**config.mk**
```make
export PLATFORM = sky130hd
export DESIGN_NAME = pageProgrammer
export DESIGN_NICKNAME = d
export VERILOG_FILES = /design/src/rtl/pageProgPkg.sv /design/src/rtl/pageProgCtrl.sv /design/src/rtl/pageProgData.sv /design/src/rtl/pageProgrammer.sv
export SDC_FILE = /design/constraint.sdc
export NUM_CORES = 1
export LEC_CHECK = 0
export ABC_AREA = 1
export BUFFER_PORTS_ARGS = -buffer_cell sky130_fd_sc_hd__buf_4
export CORE_MARGIN = 4
export CORE_UTILIZATION = 50
export CTS_CLUSTER_DIAMETER = 80
export DETAILED_ROUTE_END_ITERATION = 7
export PLACE_DENSITY = 0.8
export REMOVE_ABC_BUFFERS = 1
export SKIP_CTS_REPAIR_TIMING = 1
export SLEW_MARGIN = 20
export SYNTH_ARGS = -nofsm -noshare
export SYNTH_HDL_FRONTEND = slang
export SYNTH_SLANG_ARGS = --single-unit
```
**constraint.sdc**
```tcl
create_clock -name clk -period 5.3 [get_ports clk]
set_input_delay 1.06 -clock clk [delete_from_list [all_inputs] [get_ports clk]]
set_output_delay 1.06 -clock clk [all_outputs]
set_load 0.005 [all_outputs]
```
**src/rtl/pageProgPkg.sv**
```systemverilog
package pageProgPkg;
  localparam logic [7:0] OP_LOAD_LO    = 8'h40;
  localparam logic [7:0] OP_LOAD_HI    = 8'h48;
  localparam logic [7:0] OP_WRITE_PAGE = 8'h4C;
  localparam logic [7:0] OP_EE_LOAD    = 8'hC1;
  localparam logic [7:0] OP_EE_WRITE   = 8'hC2;

  // strobes from the control to the datapath, valid in the byte-4 cycle
  typedef struct packed {
    logic        loadLo;
    logic        loadHi;
    logic        progCommit;
    logic        eeLoad;
    logic        eeCommit;
    logic [15:0] addr;
    logic [7:0]  data;
  } progStrobe_t;
endpackage

```
**src/rtl/pageProgCtrl.sv**
```systemverilog
module pageProgCtrl
  import pageProgPkg::*;
#(
  parameter int WRITE_CYCLES = 6
) (
  input  logic        clk,
  input  logic        rstN,
  input  logic        byteValid,
  input  logic [7:0]  byteIn,
  output logic        respValid,
  output logic [7:0]  respByte,
  output logic        busy,
  output progStrobe_t strobe
);
  localparam int CW = $clog2(WRITE_CYCLES + 1);

  logic [1:0]    bytePos;
  logic [7:0]    opReg;
  logic [7:0]    addrHiReg;
  logic [7:0]    prevByte;
  logic [CW-1:0] busyCnt;
  logic          accept;
  logic          lastByte;

  assign busy     = (busyCnt != '0);
  assign accept   = byteValid && !busy;
  assign lastByte = accept && (bytePos == 2'd3);

  always_comb begin
    strobe      = '0;
    strobe.addr = {addrHiReg, prevByte};
    strobe.data = byteIn;
    if (lastByte) begin
      unique case (opReg)
        OP_LOAD_LO:    strobe.loadLo     = 1'b1;
        OP_LOAD_HI:    strobe.loadHi     = 1'b1;
        OP_WRITE_PAGE: strobe.progCommit = 1'b1;
        OP_EE_LOAD:    strobe.eeLoad     = 1'b1;
        OP_EE_WRITE:   strobe.eeCommit   = 1'b1;
        default:       ;
      endcase
    end
  end

  always_ff @(posedge clk) begin
    if (!rstN) begin
      bytePos   <= '0;
      opReg     <= '0;
      addrHiReg <= '0;
      prevByte  <= '0;
      respValid <= 1'b0;
      respByte  <= '0;
      busyCnt   <= '0;
    end else begin
      respValid <= accept;
      if (accept) begin
        bytePos  <= bytePos + 2'd1;
        prevByte <= byteIn;
        respByte <= (bytePos == 2'd0) ? 8'h00 : prevByte;
        if (bytePos == 2'd0) opReg     <= byteIn;
        if (bytePos == 2'd1) addrHiReg <= byteIn;
      end
      if (strobe.progCommit || strobe.eeCommit)
        busyCnt <= CW'(WRITE_CYCLES);
      else if (busy)
        busyCnt <= busyCnt - 1'b1;
    end
  end

  AST_RESP_FOLLOWS: assert property (@(posedge clk) disable iff (!rstN)
    byteValid && !busy |=> respValid);
  AST_DROP_WHEN_BUSY: assert property (@(posedge clk) disable iff (!rstN)
    byteValid && busy |=> !respValid);
  AST_COMMIT_SETS_BUSY: assert property (@(posedge clk) disable iff (!rstN)
    (strobe.progCommit || strobe.eeCommit) |=> busy);
  AST_NO_ACTION_BUSY: assert property (@(posedge clk) disable iff (!rstN)
    busy |-> !(strobe.loadLo || strobe.loadHi || strobe.progCommit || strobe.eeLoad || strobe.eeCommit));
  AST_ONE_ACTION: assert property (@(posedge clk) disable iff (!rstN)
    $onehot0({strobe.loadLo, strobe.loadHi, strobe.progCommit, strobe.eeLoad, strobe.eeCommit}));
endmodule

```
**src/rtl/pageProgData.sv**
```systemverilog
module pageProgData
  import pageProgPkg::*;
#(
  parameter int PROG_PAGES    = 4,
  parameter int PAGE_WORDS    = 4,
  parameter int EE_PAGES      = 4,
  parameter int EE_PAGE_BYTES = 4
) (
  input  logic        clk,
  input  logic        rstN,
  input  progStrobe_t strobe,
  output logic [PROG_PAGES*PAGE_WORDS*16-1:0] progMem,
  output logic [EE_PAGES*EE_PAGE_BYTES*8-1:0] eeMem
);
  localparam int OFFW  = $clog2(PAGE_WORDS);
  localparam int EOFFW = $clog2(EE_PAGE_BYTES);

  logic [15:0] progBuf [PAGE_WORDS];
  logic [7:0]  eeBuf   [EE_PAGE_BYTES];
  logic [15:0] progArr [PROG_PAGES][PAGE_WORDS];
  logic [7:0]  eeArr   [EE_PAGES][EE_PAGE_BYTES];

  logic [OFFW-1:0]  progOff;
  logic [EOFFW-1:0] eeOff;
  logic [15:0]      progPage;
  logic [15:0]      eePage;
  logic             progPageOk;
  logic             eePageOk;

  assign progOff    = strobe.addr[OFFW-1:0];
  assign eeOff      = strobe.addr[EOFFW-1:0];
  assign progPage   = strobe.addr >> OFFW;
  assign eePage     = strobe.addr >> EOFFW;
  assign progPageOk = (32'(progPage) < PROG_PAGES);
  assign eePageOk   = (32'(eePage) < EE_PAGES);

  always_ff @(posedge clk) begin
    if (!rstN) begin
      for (int w = 0; w < PAGE_WORDS; w++) progBuf[w] <= 16'hFFFF;
      for (int b = 0; b < EE_PAGE_BYTES; b++) eeBuf[b] <= 8'hFF;
      for (int p = 0; p < PROG_PAGES; p++)
        for (int w = 0; w < PAGE_WORDS; w++) progArr[p][w] <= 16'hFFFF;
      for (int p = 0; p < EE_PAGES; p++)
        for (int b = 0; b < EE_PAGE_BYTES; b++) eeArr[p][b] <= 8'hFF;
    end else begin
      if (strobe.loadLo) progBuf[progOff][7:0]  <= strobe.data;
      if (strobe.loadHi) progBuf[progOff][15:8] <= strobe.data;
      if (strobe.eeLoad) eeBuf[eeOff]           <= strobe.data;
      if (strobe.progCommit) begin
        for (int w = 0; w < PAGE_WORDS; w++) begin
          if (progPageOk) progArr[progPage[$clog2(PROG_PAGES+1)-1:0]][w] <= progBuf[w];
          progBuf[w] <= 16'hFFFF;
        end
      end
      if (strobe.eeCommit) begin
        for (int b = 0; b < EE_PAGE_BYTES; b++) begin
          if (eePageOk) eeArr[eePage[$clog2(EE_PAGES+1)-1:0]][b] <= eeBuf[b];
          eeBuf[b] <= 8'hFF;
        end
      end
    end
  end

  for (genvar p = 0; p < PROG_PAGES; p++) begin : gProgPage
    for (genvar w = 0; w < PAGE_WORDS; w++) begin : gProgWord
      assign progMem[(p*PAGE_WORDS+w)*16 +: 16] = progArr[p][w];
    end
  end
  for (genvar p = 0; p < EE_PAGES; p++) begin : gEePage
    for (genvar b = 0; b < EE_PAGE_BYTES; b++) begin : gEeByte
      assign eeMem[(p*EE_PAGE_BYTES+b)*8 +: 8] = eeArr[p][b];
    end
  end

  AST_PROG_HOLD: assert property (@(posedge clk) disable iff (!rstN)
    !strobe.progCommit |=> $stable(progMem));
  AST_EE_HOLD: assert property (@(posedge clk) disable iff (!rstN)
    !strobe.eeCommit |=> $stable(eeMem));
  AST_BAD_PAGE_HOLD: assert property (@(posedge clk) disable iff (!rstN)
    strobe.progCommit && !progPageOk |=> $stable(progMem));
endmodule

```
**src/rtl/pageProgrammer.sv**
```systemverilog
module pageProgrammer
  import pageProgPkg::*;
#(
  parameter int PROG_PAGES    = 4,
  parameter int PAGE_WORDS    = 4,
  parameter int EE_PAGES      = 4,
  parameter int EE_PAGE_BYTES = 4,
  parameter int WRITE_CYCLES  = 6
) (
  input  logic clk,
  input  logic rstN,
  input  logic byteValid,
  input  logic [7:0] byteIn,
  output logic respValid,
  output logic [7:0] respByte,
  output logic busy,
  output logic [PROG_PAGES*PAGE_WORDS*16-1:0] progMem,
  output logic [EE_PAGES*EE_PAGE_BYTES*8-1:0] eeMem
);
  progStrobe_t strobe;

  pageProgCtrl #(.WRITE_CYCLES(WRITE_CYCLES)) uCtrl (
    .clk(clk), .rstN(rstN), .byteValid(byteValid), .byteIn(byteIn),
    .respValid(respValid), .respByte(respByte), .busy(busy), .strobe(strobe)
  );

  pageProgData #(
    .PROG_PAGES(PROG_PAGES), .PAGE_WORDS(PAGE_WORDS),
    .EE_PAGES(EE_PAGES), .EE_PAGE_BYTES(EE_PAGE_BYTES)
  ) uData (
    .clk(clk), .rstN(rstN), .strobe(strobe), .progMem(progMem), .eeMem(eeMem)
  );
endmodule

```
==> results.py, run 1 <==
metrics = {
    "global_route": {
        "grt_pass1_wl_microns": 77100,
        "grt_pass1_vias": 12800,
        "grt_start_max_net_pins": 121,
        "grt_util_all_layers_pct": 24.2,
        "antenna_found_initial": 0,
        "overflow": 0,
    },
    "sta": {
        "hold_violations": 0,
        "drv_slew": 0,
        "fmax_mhz": 302,
        "max_slew_margin_pct": 27.8,
        "worst_slew_pin_slew_ns": 1.08,
        "period_needed_ns": 3.31,
        "rsz0062_at_grt": "no",
        "fin_crit_sh_pct": 62.5,
        "setup_slack_ns": 1.99,
        "finalSetupViolations": 0,
        "skew_ns": 0.0124,
    },
    "clocking": {
        "numClockSinks": 518,
        "clock_path_buffers": 3,
        "cts_root_buffer": "clkbuf_16",
        "path_clk_slew_ns": 0.07,
        "cts_buffers": 50,
        "clkLatencyLatePin_ns": 0.58,
        "tritoncts": "done",
        "cts.htree.levels": 2,
    },
    "placed_design": {
        "dpl_worst_slack_ns": 1.79,
        "routabilityCongestion": 0.807,
        "dp_cells": 2272,
        "dp_hpwl_microns": 33600,
        "io_buffers": 404,
        "placed_cell_area_sq_mm": 0.0230,
    },
    "setup_path": {
        "critPathCaptureType": "flop",
        "crit_chain": "nor2_1 > ha_1 > nand2_4 > nor2_8 > nand2_1 > nor2_1 > nand3_1 > nand2_4",
        "required_ns": 5.49,
        "worstPathMaxFanout": 64,
        "path_class": "reg -> reg",
        "crit_path_max_incr_delay_ns": 0.74,
        "start_kind": "flop",
        "cp.arrival_ns": 3.50,
        "slowest_stage": "nand2_4",
    },
    "drt": {
        "dr.first_iter.drc_count": 1313,
        "drt-total-wl_microns": 53100,
        "routed_via_density": 5.57,
        "vias": 13200,
        "drc_errors": 0,
        "ant_nets": 0,
        "first_pass_iters": 5,
        "wl_per_cell_microns": 22.5,
    },
    "finish": {
        "finalNonFillerCells": 2362,
        "final_cell_area_sq_mm": 0.0245,
        "final_cell_mix": "edfxtp_1, buf_4, nand3_1",
        "drive_gt1_share_pct": 28.6,
        "fin_nets": 1822,
        "final_common_cell": "edfxtp_1",
        "area_growth_pct": 24.9,
        "diodes": 0,
        "fillerInstances": 2852,
    },
    "yosys": {
        "seq_area_frac_synth_pct": 77.2,
        "synth-edff-count": 480,
        "ys_seq_elements": 518,
        "avgSynthCellArea_sq_um": 13.7,
        "netlist_instances": 1434,
        "synthArstFlopShare_pct": 0,
        "synth_warnings": 0,
        "synth_flop_cell": "edfxtp_1",
        "synth_area_sq_mm": 0.0196,
        "ys_types": 27,
    },
    "run": {
        "maxCapViolCount": 0,
    },
    "pwr": {
        "vdd_ir_drop_max_v": 0.000363,
        "p_seq_share_pct": 51.9,
        "leakagePower_uw": 0.00770,
        "p_switching_uw": 2250,
        "power.total_uw": 8810,
        "intPower_uw": 6550,
        "p_per_area_mw_per_mm2": 359,
        "switching_share_pct": 25.6,
        "clock_power_share_pct": 38.4,
        "p_comb_share_pct": 9.8,
    },
    "floorplanning": {
        "fp.dieW_microns": 206,
        "rows": 72,
        "io_pins": 405,
        "fp.dieArea_sq_mm": 0.0425,
        "die_h_microns": 206,
        "core-area_sq_mm": 0.0387,
        "start_util_pct": 50.7,
    },
    "hold_path": {
        "hold_path_class": "reg -> reg",
    },
    "status": {
        "status": "complete, no violations",
    },
}
[through the flow]
stage          hold slack (ns)  TNS, ns  util (%)
6_report                 0.464        0      63.3
5_1_grt                  0.499        0      63.3
4_1_cts                  0.466        0      63.3
3_5_place_dp             0.457        0      59.3
3_3_place_gp             0.445        0      59.3
2_1_floorplan            0.428   -25.04         -
[layout make-up]
cell class | instances | area [sq um] | share of cell area, %
Sequential cell | 518 | 15200 | 61.9
Multi-Input combinational cell | 673 | 3410 | 13.9
Timing Repair Buffer | 421 | 3210 | 13.1
Clock buffer | 68 | 1440 | 5.88
Tap cell | 518 | 648 | 2.64
Inverter | 142 | 534 | 2.18
Clock inverter | 22 | 115 | 0.469
[kinds of logic after synthesis]
kind of cell	after synthesis	synth area share [%]
compound gates	66	1.76
fa+ha+maj	5	0.318
xor+xnor	1	0.0446
flops	518	77.2
simple gates	601	14.9
buf+inv	243	5.69
[power by group through the flow]
| stage | combinational, uW | sequential (uW) | clock, uW |
|---|---|---|---|
| global placement | 830 | 4650 | 0 |
| CTS | 854 | 4570 | 3400 |
| global route | 941 | 4570 | 3570 |
| floorplan | 485 | 4640 | 0 |
| finish | 861 | 4570 | 3380 |
| detailed placement | 851 | 4650 | 0 |
[path summary, 6_finish.rpt]
check,start,to,slack (ns),depth (start not counted)
max,uCtrl.busyCnt[0],uData.progArr[0][26],1.99,8
min,uCtrl.addrHiReg[3],uCtrl.addrHiReg[3],0.46,2
max reg2reg,uCtrl.busyCnt[0],uData.progArr[0][26],1.99,8
min reg2reg,uCtrl.addrHiReg[3],uCtrl.addrHiReg[3],0.46,2
[routing by layer]
metal	track usage, %	up-vias	part of all wire (%)
li1	-	5847	-
met1	32.4	6432	39
met2	39.6	757	49
met3	3.91	127	8.0
met4	10.6	0	4.2
met5	0	-	0
[worst max-delay path, delay by kind of cell, from the launching register on]
kind,cells,cell delay (ns)
flops,1,0.33
simple gates,7,2.05
fa+ha+maj,1,0.40
[Yosys cell counts (2+ instances only)]
master | count | area, sq um
nor2_4 | 13 | 146
buf_1 | 2 | 7.51
inv_2 | 2 | 7.51
nand2_1 | 134 | 503
nand2_2 | 3 | 18.8
edfxtp_1 | 480 | 14400
dfxtp_1 | 38 | 761
buf_2 | 3 | 15.0
buf_4 | 28 | 210
nor2_2 | 3 | 18.8
clkbuf_1 | 55 | 206
buf_6 | 13 | 146
nand3_1 | 414 | 2070
inv_1 | 140 | 526
o21ai_0 | 34 | 170
o31ai_1 | 5 | 37.5
nor2_1 | 28 | 105
ha_1 | 5 | 62.6
a21oi_1 | 26 | 130
[sequential cells by signal, indices dropped and copies added (netlist names)]
name	cells
uCtrl.bytePos	2
uCtrl.addrHiReg	8
uCtrl.opReg	8
uCtrl.respValid	1
uCtrl.busyCnt	3
uData.progBuf	64
uData.progArr	256
uCtrl.respByte	8
uData.eeBuf	32
uData.eeArr	128
uCtrl.prevByte	8
(Power assumes the default switching activity.)
==> run 2, diff against run 1 <==
--- a/config.mk
+++ b/config.mk
@@ -5,7 +5,7 @@
 export SDC_FILE = /design/constraint.sdc
 export NUM_CORES = 1
 export LEC_CHECK = 0
-export ABC_AREA = 1
+export ABC_AREA = 0
 export BUFFER_PORTS_ARGS = -buffer_cell sky130_fd_sc_hd__buf_4
 export CORE_MARGIN = 4
 export CORE_UTILIZATION = 50
==> constraint.sdc (replaced) <==
create_clock -name clk -period 3.41 [get_ports clk]
set_input_delay 0.682 -clock clk [delete_from_list [all_inputs] [get_ports clk]]
set_output_delay 0.682 -clock clk [all_outputs]
set_load 0.005 [all_outputs]
==> run 2 against run 1 <==
Clock power is 59% higher. Utilization increased by 1.0 points. Critical path type unchanged. Maximum frequency increased by 15%. Sequential power up 54%. Final area up 2.1%. Clock-buffer cell count decreased by 2.
==> results.py, run 2 <==
metrics = {
    "status": {
        "status": "complete, no violations",
    },
    "setup_path": {
        "slowest_stage": "or3_1",
        "crit_path_max_incr_delay_ns": 0.60,
        "cp.arrival_ns": 3.21,
        "reg2reg_from": "uCtrl.busyCnt[0]",
        "critPathCaptureType": "flop",
        "r2r_end": "uData.progArr[2][35]",
        "rrSetupSlack_ns": 0.52,
        "start_kind": "flop",
        "path_class": "reg -> reg",
        "worstPathMaxFanout": 172,
        "required_ns": 3.73,
        "crit_chain": "nor2_1 > ha_1 > and2_1 > nand4_1 > buf_12 > or3_1",
        "reg2reg_depth": 6,
    },
    "placed_design": {
        "dp_hpwl_microns": 33100,
        "dpl_worst_slack_ns": 0.455,
        "io_buffers": 404,
        "routabilityCongestion": 0.806,
        "placed_cell_area_sq_mm": 0.0235,
    },
    "global_route": {
        "grt_start_max_net_pins": 173,
        "grt_pass1_vias": 12500,
        "grt_pass1_wl_microns": 78700,
        "antenna_found_initial": 2,
        "grt_util_all_layers_pct": 23.6,
        "overflow": 0,
    },
    "yosys": {
        "netlist_instances": 1305,
        "synthTopCellsByArea": "edfxtp_1, or3_1, dfxtp_1",
        "seq_area_frac_synth_pct": 76.6,
        "synth_area_leader_cell": "edfxtp_1",
        "synth_common_cells": "edfxtp_1, or3_1, clkbuf_1",
        "ys_seq_elements": 518,
        "synthArstFlopShare_pct": 0,
        "synth_top_area_share_pct": 72.8,
        "avgSynthCellArea_sq_um": 15.2,
        "synth_most_common_cell": "edfxtp_1",
        "ys_types": 42,
        "synth_flop_cell": "edfxtp_1",
        "synth_warnings": 0,
        "synth-edff-count": 480,
        "synth_area_sq_mm": 0.0198,
    },
    "finish": {
        "diodes": 0,
        "area_growth_pct": 26.4,
        "final_cell_area_sq_mm": 0.0250,
        "drive_gt1_share_pct": 35.5,
        "final_common_cell": "edfxtp_1",
        "fin_nets": 1692,
        "final_cell_mix": "edfxtp_1, buf_4, or3_1",
        "reg_top3": "uData.progArr (256), uData.eeArr (128), uData.progBuf (64)",
        "regMostFlops": "uData.progArr",
        "largest_reg_flops": 256,
    },
    "pwr": {
        "vdd_ir_drop_max_v": 0.000444,
        "p_per_area_mw_per_mm2": 517,
        "leakagePower_uw": 0.00683,
        "switching_share_pct": 21.0,
        "clock_power_share_pct": 41.4,
        "p_comb_share_pct": 4.3,
        "p_switching_uw": 2720,
        "p_seq_share_pct": 54.3,
        "intPower_uw": 10200,
    },
    "sta": {
        "period_needed_ns": 2.89,
        "hold_violations": 0,
        "fin_crit_sh_pct": 84.8,
        "finalSetupViolations": 0,
        "drv_slew": 0,
        "tns_ns": 0,
        "setup_slack_ns": 0.518,
        "max_slew_margin_pct": 31.4,
        "worst_slew_pin_slew_ns": 1.03,
        "rsz0062_at_grt": "no",
        "skew_ns": 0.0162,
        "fmax_mhz": 346,
    },
    "drt": {
        "drt-total-wl_microns": 52200,
        "drc_errors": 0,
        "ant_nets": 0,
        "routed_via_density": 5.67,
        "wl_per_cell_microns": 23.3,
        "first_pass_iters": 5,
        "dr.first_iter.drc_count": 1130,
        "vias": 12700,
    },
    "floorplanning": {
        "fp.dieArea_sq_mm": 0.0429,
        "rows": 72,
        "fp.dieW_microns": 207,
        "core-area_sq_mm": 0.0389,
        "die_h_microns": 207,
        "io_pins": 405,
        "start_util_pct": 50.9,
    },
    "hold_path": {
        "hold_depth": 2,
        "hold_path_class": "reg -> reg",
        "worstHoldEndpoint": "uCtrl.respByte[7]",
        "hp-start": "uCtrl.respByte[7]",
    },
    "clocking": {
        "clkLatencyLatePin_ns": 0.58,
        "cts_buffers": 49,
        "cts.htree.levels": 2,
        "numClockSinks": 518,
        "tritoncts": "done",
        "path_clk_slew_ns": 0.07,
        "clock_path_buffers": 3,
        "cts_root_buffer": "clkbuf_16",
    },
    "run": {
        "maxCapViolCount": 0,
    },
}
==> run 2: cell families (layout without fill, tap and decap cells) <==
group | count (synthesis) | after routing | synth area share [%]
compound gates | 47 | 47 | 1.28
xor+xnor | 2 | 2 | 0.0884
fa+ha+maj | 5 | 5 | 0.316
buf+inv | 120 | 532 | 2.67
flops | 518 | 518 | 76.6
mux | 1 | 1 | 0.0505
simple gates | 612 | 612 | 19.0
==> run 2: worst max-delay path by stage <==
stage	cells after the start	from	end	slack [ns]
2_1_floorplan	4	uCtrl.bytePos[0]	uData.progArr[2][0]	-7.99
3_3_place_gp	5	rstN	uData.progArr[0][11]	0.48
3_5_place_dp	5	rstN	uData.progArr[0][2]	0.46
4_1_cts	7	uCtrl.busyCnt[0]	uData.progArr[2][25]	0.64
5_1_grt	7	uCtrl.busyCnt[0]	uData.progArr[2][24]	0.46
6_report	6	uCtrl.busyCnt[0]	uData.progArr[2][35]	0.52
==> run 2: worst max-delay path: cells and delay by family, from the launching register on <==
family / cells / cell delay [ns]
simple gates: 4 / 1.44
flops: 1 / 0.34
buf+inv: 1 / 0.28
fa+ha+maj: 1 / 0.21
==> run 2: stage by stage <==
stage          util (%)  power, uW  hold WS, ns  cells
2_1_floorplan         -       7480        0.436   1191
3_3_place_gp       60.3       7690        0.442   2143
3_5_place_dp       60.3       7710        0.451   2143
4_1_cts            64.3      13000        0.464   2235
5_1_grt            64.3      13300        0.477   2235
6_report           64.3      12900        0.460   2235
==> run 2: power by group through the flow <==
| stage | clock network, uW | logic, uW | registers (uW) |
|---|---|---|---|
| after floorplan | 0 | 309 | 7170 |
| after global placement | 0 | 537 | 7150 |
| after detailed placement | 0 | 559 | 7150 |
| after CTS | 5440 | 561 | 7020 |
| after global routing | 5710 | 608 | 7020 |
| final | 5360 | 558 | 7020 |
==> run 2: layout make-up <==
| class | count | area, sq um |
|---|---|---|
| inverters | 6 | 22.5 |
| repair buffers | 434 | 3380 |
| flip-flops and latches | 518 | 15200 |
| clock inverters | 26 | 234 |
| fillers | 2747 | 13900 |
| clock buffers | 66 | 1350 |
| well taps | 518 | 648 |
| multi-input cells | 667 | 4220 |
==> run 2: routing by layer <==
metal  up-vias  track usage, %  wire (microns)
met3       116            5.23            3940
met5         -               0               0
li1       5644               -               -
met1      6307            31.1           20100
met4         0            8.96            2020
met2       616            39.0           26100
==> run 3, diff against run 2 <==
--- a/config.mk
+++ b/config.mk
@@ -5,13 +5,13 @@
 export SDC_FILE = /design/constraint.sdc
 export NUM_CORES = 1
 export LEC_CHECK = 0
-export ABC_AREA = 0
+export ABC_AREA = 1
 export BUFFER_PORTS_ARGS = -buffer_cell sky130_fd_sc_hd__buf_4
 export CORE_MARGIN = 4
-export CORE_UTILIZATION = 50
+export CORE_UTILIZATION = 49
 export CTS_CLUSTER_DIAMETER = 80
 export DETAILED_ROUTE_END_ITERATION = 7
-export PLACE_DENSITY = 0.8
+export PLACE_DENSITY = 0.81
 export REMOVE_ABC_BUFFERS = 1
 export SKIP_CTS_REPAIR_TIMING = 1
 export SLEW_MARGIN = 20
==> constraint.sdc (replaced) <==
create_clock -name clk -period 2.64 [get_ports clk]
set_input_delay 0.528 -clock clk [delete_from_list [all_inputs] [get_ports clk]]
set_output_delay 0.528 -clock clk [all_outputs]
set_load 0.005 [all_outputs]
==> run 3 against run 2 <==
Register-to-register slack worse by 0.31 ns. Via count increased by 5.3%. Utilization fell by 1.1 points. Worst hold slack worse by 0.18 ns. Clock skew barely moved. Total power rose by 40%. Routed wire length rose by 4.2%. Sequential cell count unchanged. Final area rose by 0.17%. Clock-buffer cell count down 6. Combinational power grew to 3.2 times the previous value.
==> results.py, run 3 (synthesized netlist as in run 1, its figures left out) <==
metrics = {
    "placed_design": {
        "dpl_worst_slack_ns": 0.0889,
        "io_buffers": 404,
        "dp_hpwl_microns": 35400,
        "routabilityCongestion": 0.866,
    },
    "sta": {
        "worst_slew_pin_slew_ns": 1.02,
        "period_needed_ns": 2.44,
        "fmax_mhz": 411,
        "finalSetupViolations": 0,
        "fin_crit_sh_pct": 92.2,
        "setup_slack_ns": 0.205,
        "hold_violations": 0,
        "skew_ns": 0.0166,
        "max_slew_margin_pct": 32.0,
        "drv_slew": 0,
        "rsz0062_at_grt": "no",
    },
    "finish": {
        "area_growth_pct": 27.7,
        "largest_reg_flops": 256,
        "final_cell_mix": "edfxtp_1, buf_4, nand3_1",
        "fin_nets": 1859,
        "final_common_cell": "edfxtp_1",
        "diodes": 0,
        "reg_top3": "uData.progArr (256), uData.eeArr (128), uData.progBuf (64)",
        "post-route-util_pct": 63.3,
        "drive_gt1_share_pct": 29.9,
        "regMostFlops": "uData.progArr",
    },
    "status": {
        "status": "complete, no violations",
    },
    "pwr": {
        "power.total_uw": 18100,
        "p_per_area_mw_per_mm2": 722,
        "vdd_ir_drop_max_v": 0.000466,
        "leakagePower_uw": 0.00797,
    },
    "clocking": {
        "cts_root_buffer": "clkbuf_16",
        "cts.htree.levels": 2,
        "clock_path_buffers": 3,
        "cts_buffers": 50,
        "path_clk_slew_ns": 0.06,
        "tritoncts": "done",
        "clkLatencyLatePin_ns": 0.57,
        "numClockSinks": 518,
    },
    "setup_path": {
        "required_ns": 2.89,
        "start_kind": "flop",
        "worstPathMaxFanout": 30,
        "cp.arrival_ns": 2.68,
        "path_class": "reg -> reg",
        "critPathCaptureType": "flop",
    },
    "drt": {
        "first_pass_iters": 7,
        "dr.first_iter.drc_count": 1448,
        "drt-total-wl_microns": 54400,
        "drc_errors": 0,
        "routed_via_density": 5.54,
        "ant_nets": 0,
        "vias": 13400,
        "wl_per_cell_microns": 22.6,
    },
    "floorplanning": {
        "core-area_sq_mm": 0.0396,
        "die_h_microns": 208,
        "fp.dieArea_sq_mm": 0.0434,
        "fp.dieW_microns": 208,
        "rows": 73,
        "io_pins": 405,
        "start_util_pct": 49.6,
    },
    "global_route": {
        "overflow": 0,
        "grt_util_all_layers_pct": 24.2,
        "grt_pass1_vias": 13000,
        "antenna_found_initial": 0,
        "grt_pass1_wl_microns": 80500,
        "grt_start_max_net_pins": 88,
    },
    "run": {
        "maxCapViolCount": 0,
    },
    "hold_path": {
        "hold_path_class": "in -> reg",
    },
}
==> run 3: area by class of cell <==
cell class                 count  area (sq um)
clock buffer                  60          1350
fill                        2817         14600
inverter                     142           534
multi-input combinational    673          3410
sequential                   518         15200
clock inverter                33           290
timing repair buffer         458          3660
tap                          525           657
==> run 3: per-layer routing <==
layer  vias up  track usage [%]  wire (microns)
li1       5927                -               -
met1      6503             31.4           20400
met2       798             40.7           27300
met3       128             4.45            4460
met4         0             9.45            2180
met5         -                0               0
==> run 3: path summary, 6_finish.rpt <==
check,startpoint,end,slack (ns),depth (start not counted)
min,byteIn[6],uCtrl.opReg[6],0.28,3
min reg2reg,uCtrl.addrHiReg[3],uCtrl.addrHiReg[3],0.46,2
max,uCtrl.busyCnt[0],uData.progArr[3][48],0.20,9
max reg2reg,uCtrl.busyCnt[0],uData.progArr[3][48],0.20,9
==> run 3: critical path, stage by stage, from the launching register on <==
cell and delay [ns]:
dfxtp_1 0.33, nor2_1 0.16, ha_1 0.34, nand2_4 0.11, nor2_8 0.15, nand2_1 0.09
nor2_2 0.25, nand3_1 0.18, nand2_4 0.24, buf_12 0.24
==> run 3: power breakdown <==
group	switching, uW	leakage (uW)	total [uW]	internal [uW]
sequential	102	0.00356	9160	9060
clock	3000	0.000798	7140	4140
combinational	1460	0.00361	1800	339
total	4570	0.00797	18100	13500
==> run 3: per-stage QoR <==
stage / hold slack [ns] / instances / instance area (sq um) / setup TNS (ns)
final: 0.276 / 2409 / 25100 / 0
after floorplan: 0.428 / 1333 / 19100 / -1288.78
after global placement: 0.442 / 2316 / 23400 / 0
after detailed placement: 0.451 / 2316 / 23400 / 0
after global routing: 0.273 / 2409 / 25100 / 0
after CTS: 0.255 / 2409 / 25100 / 0
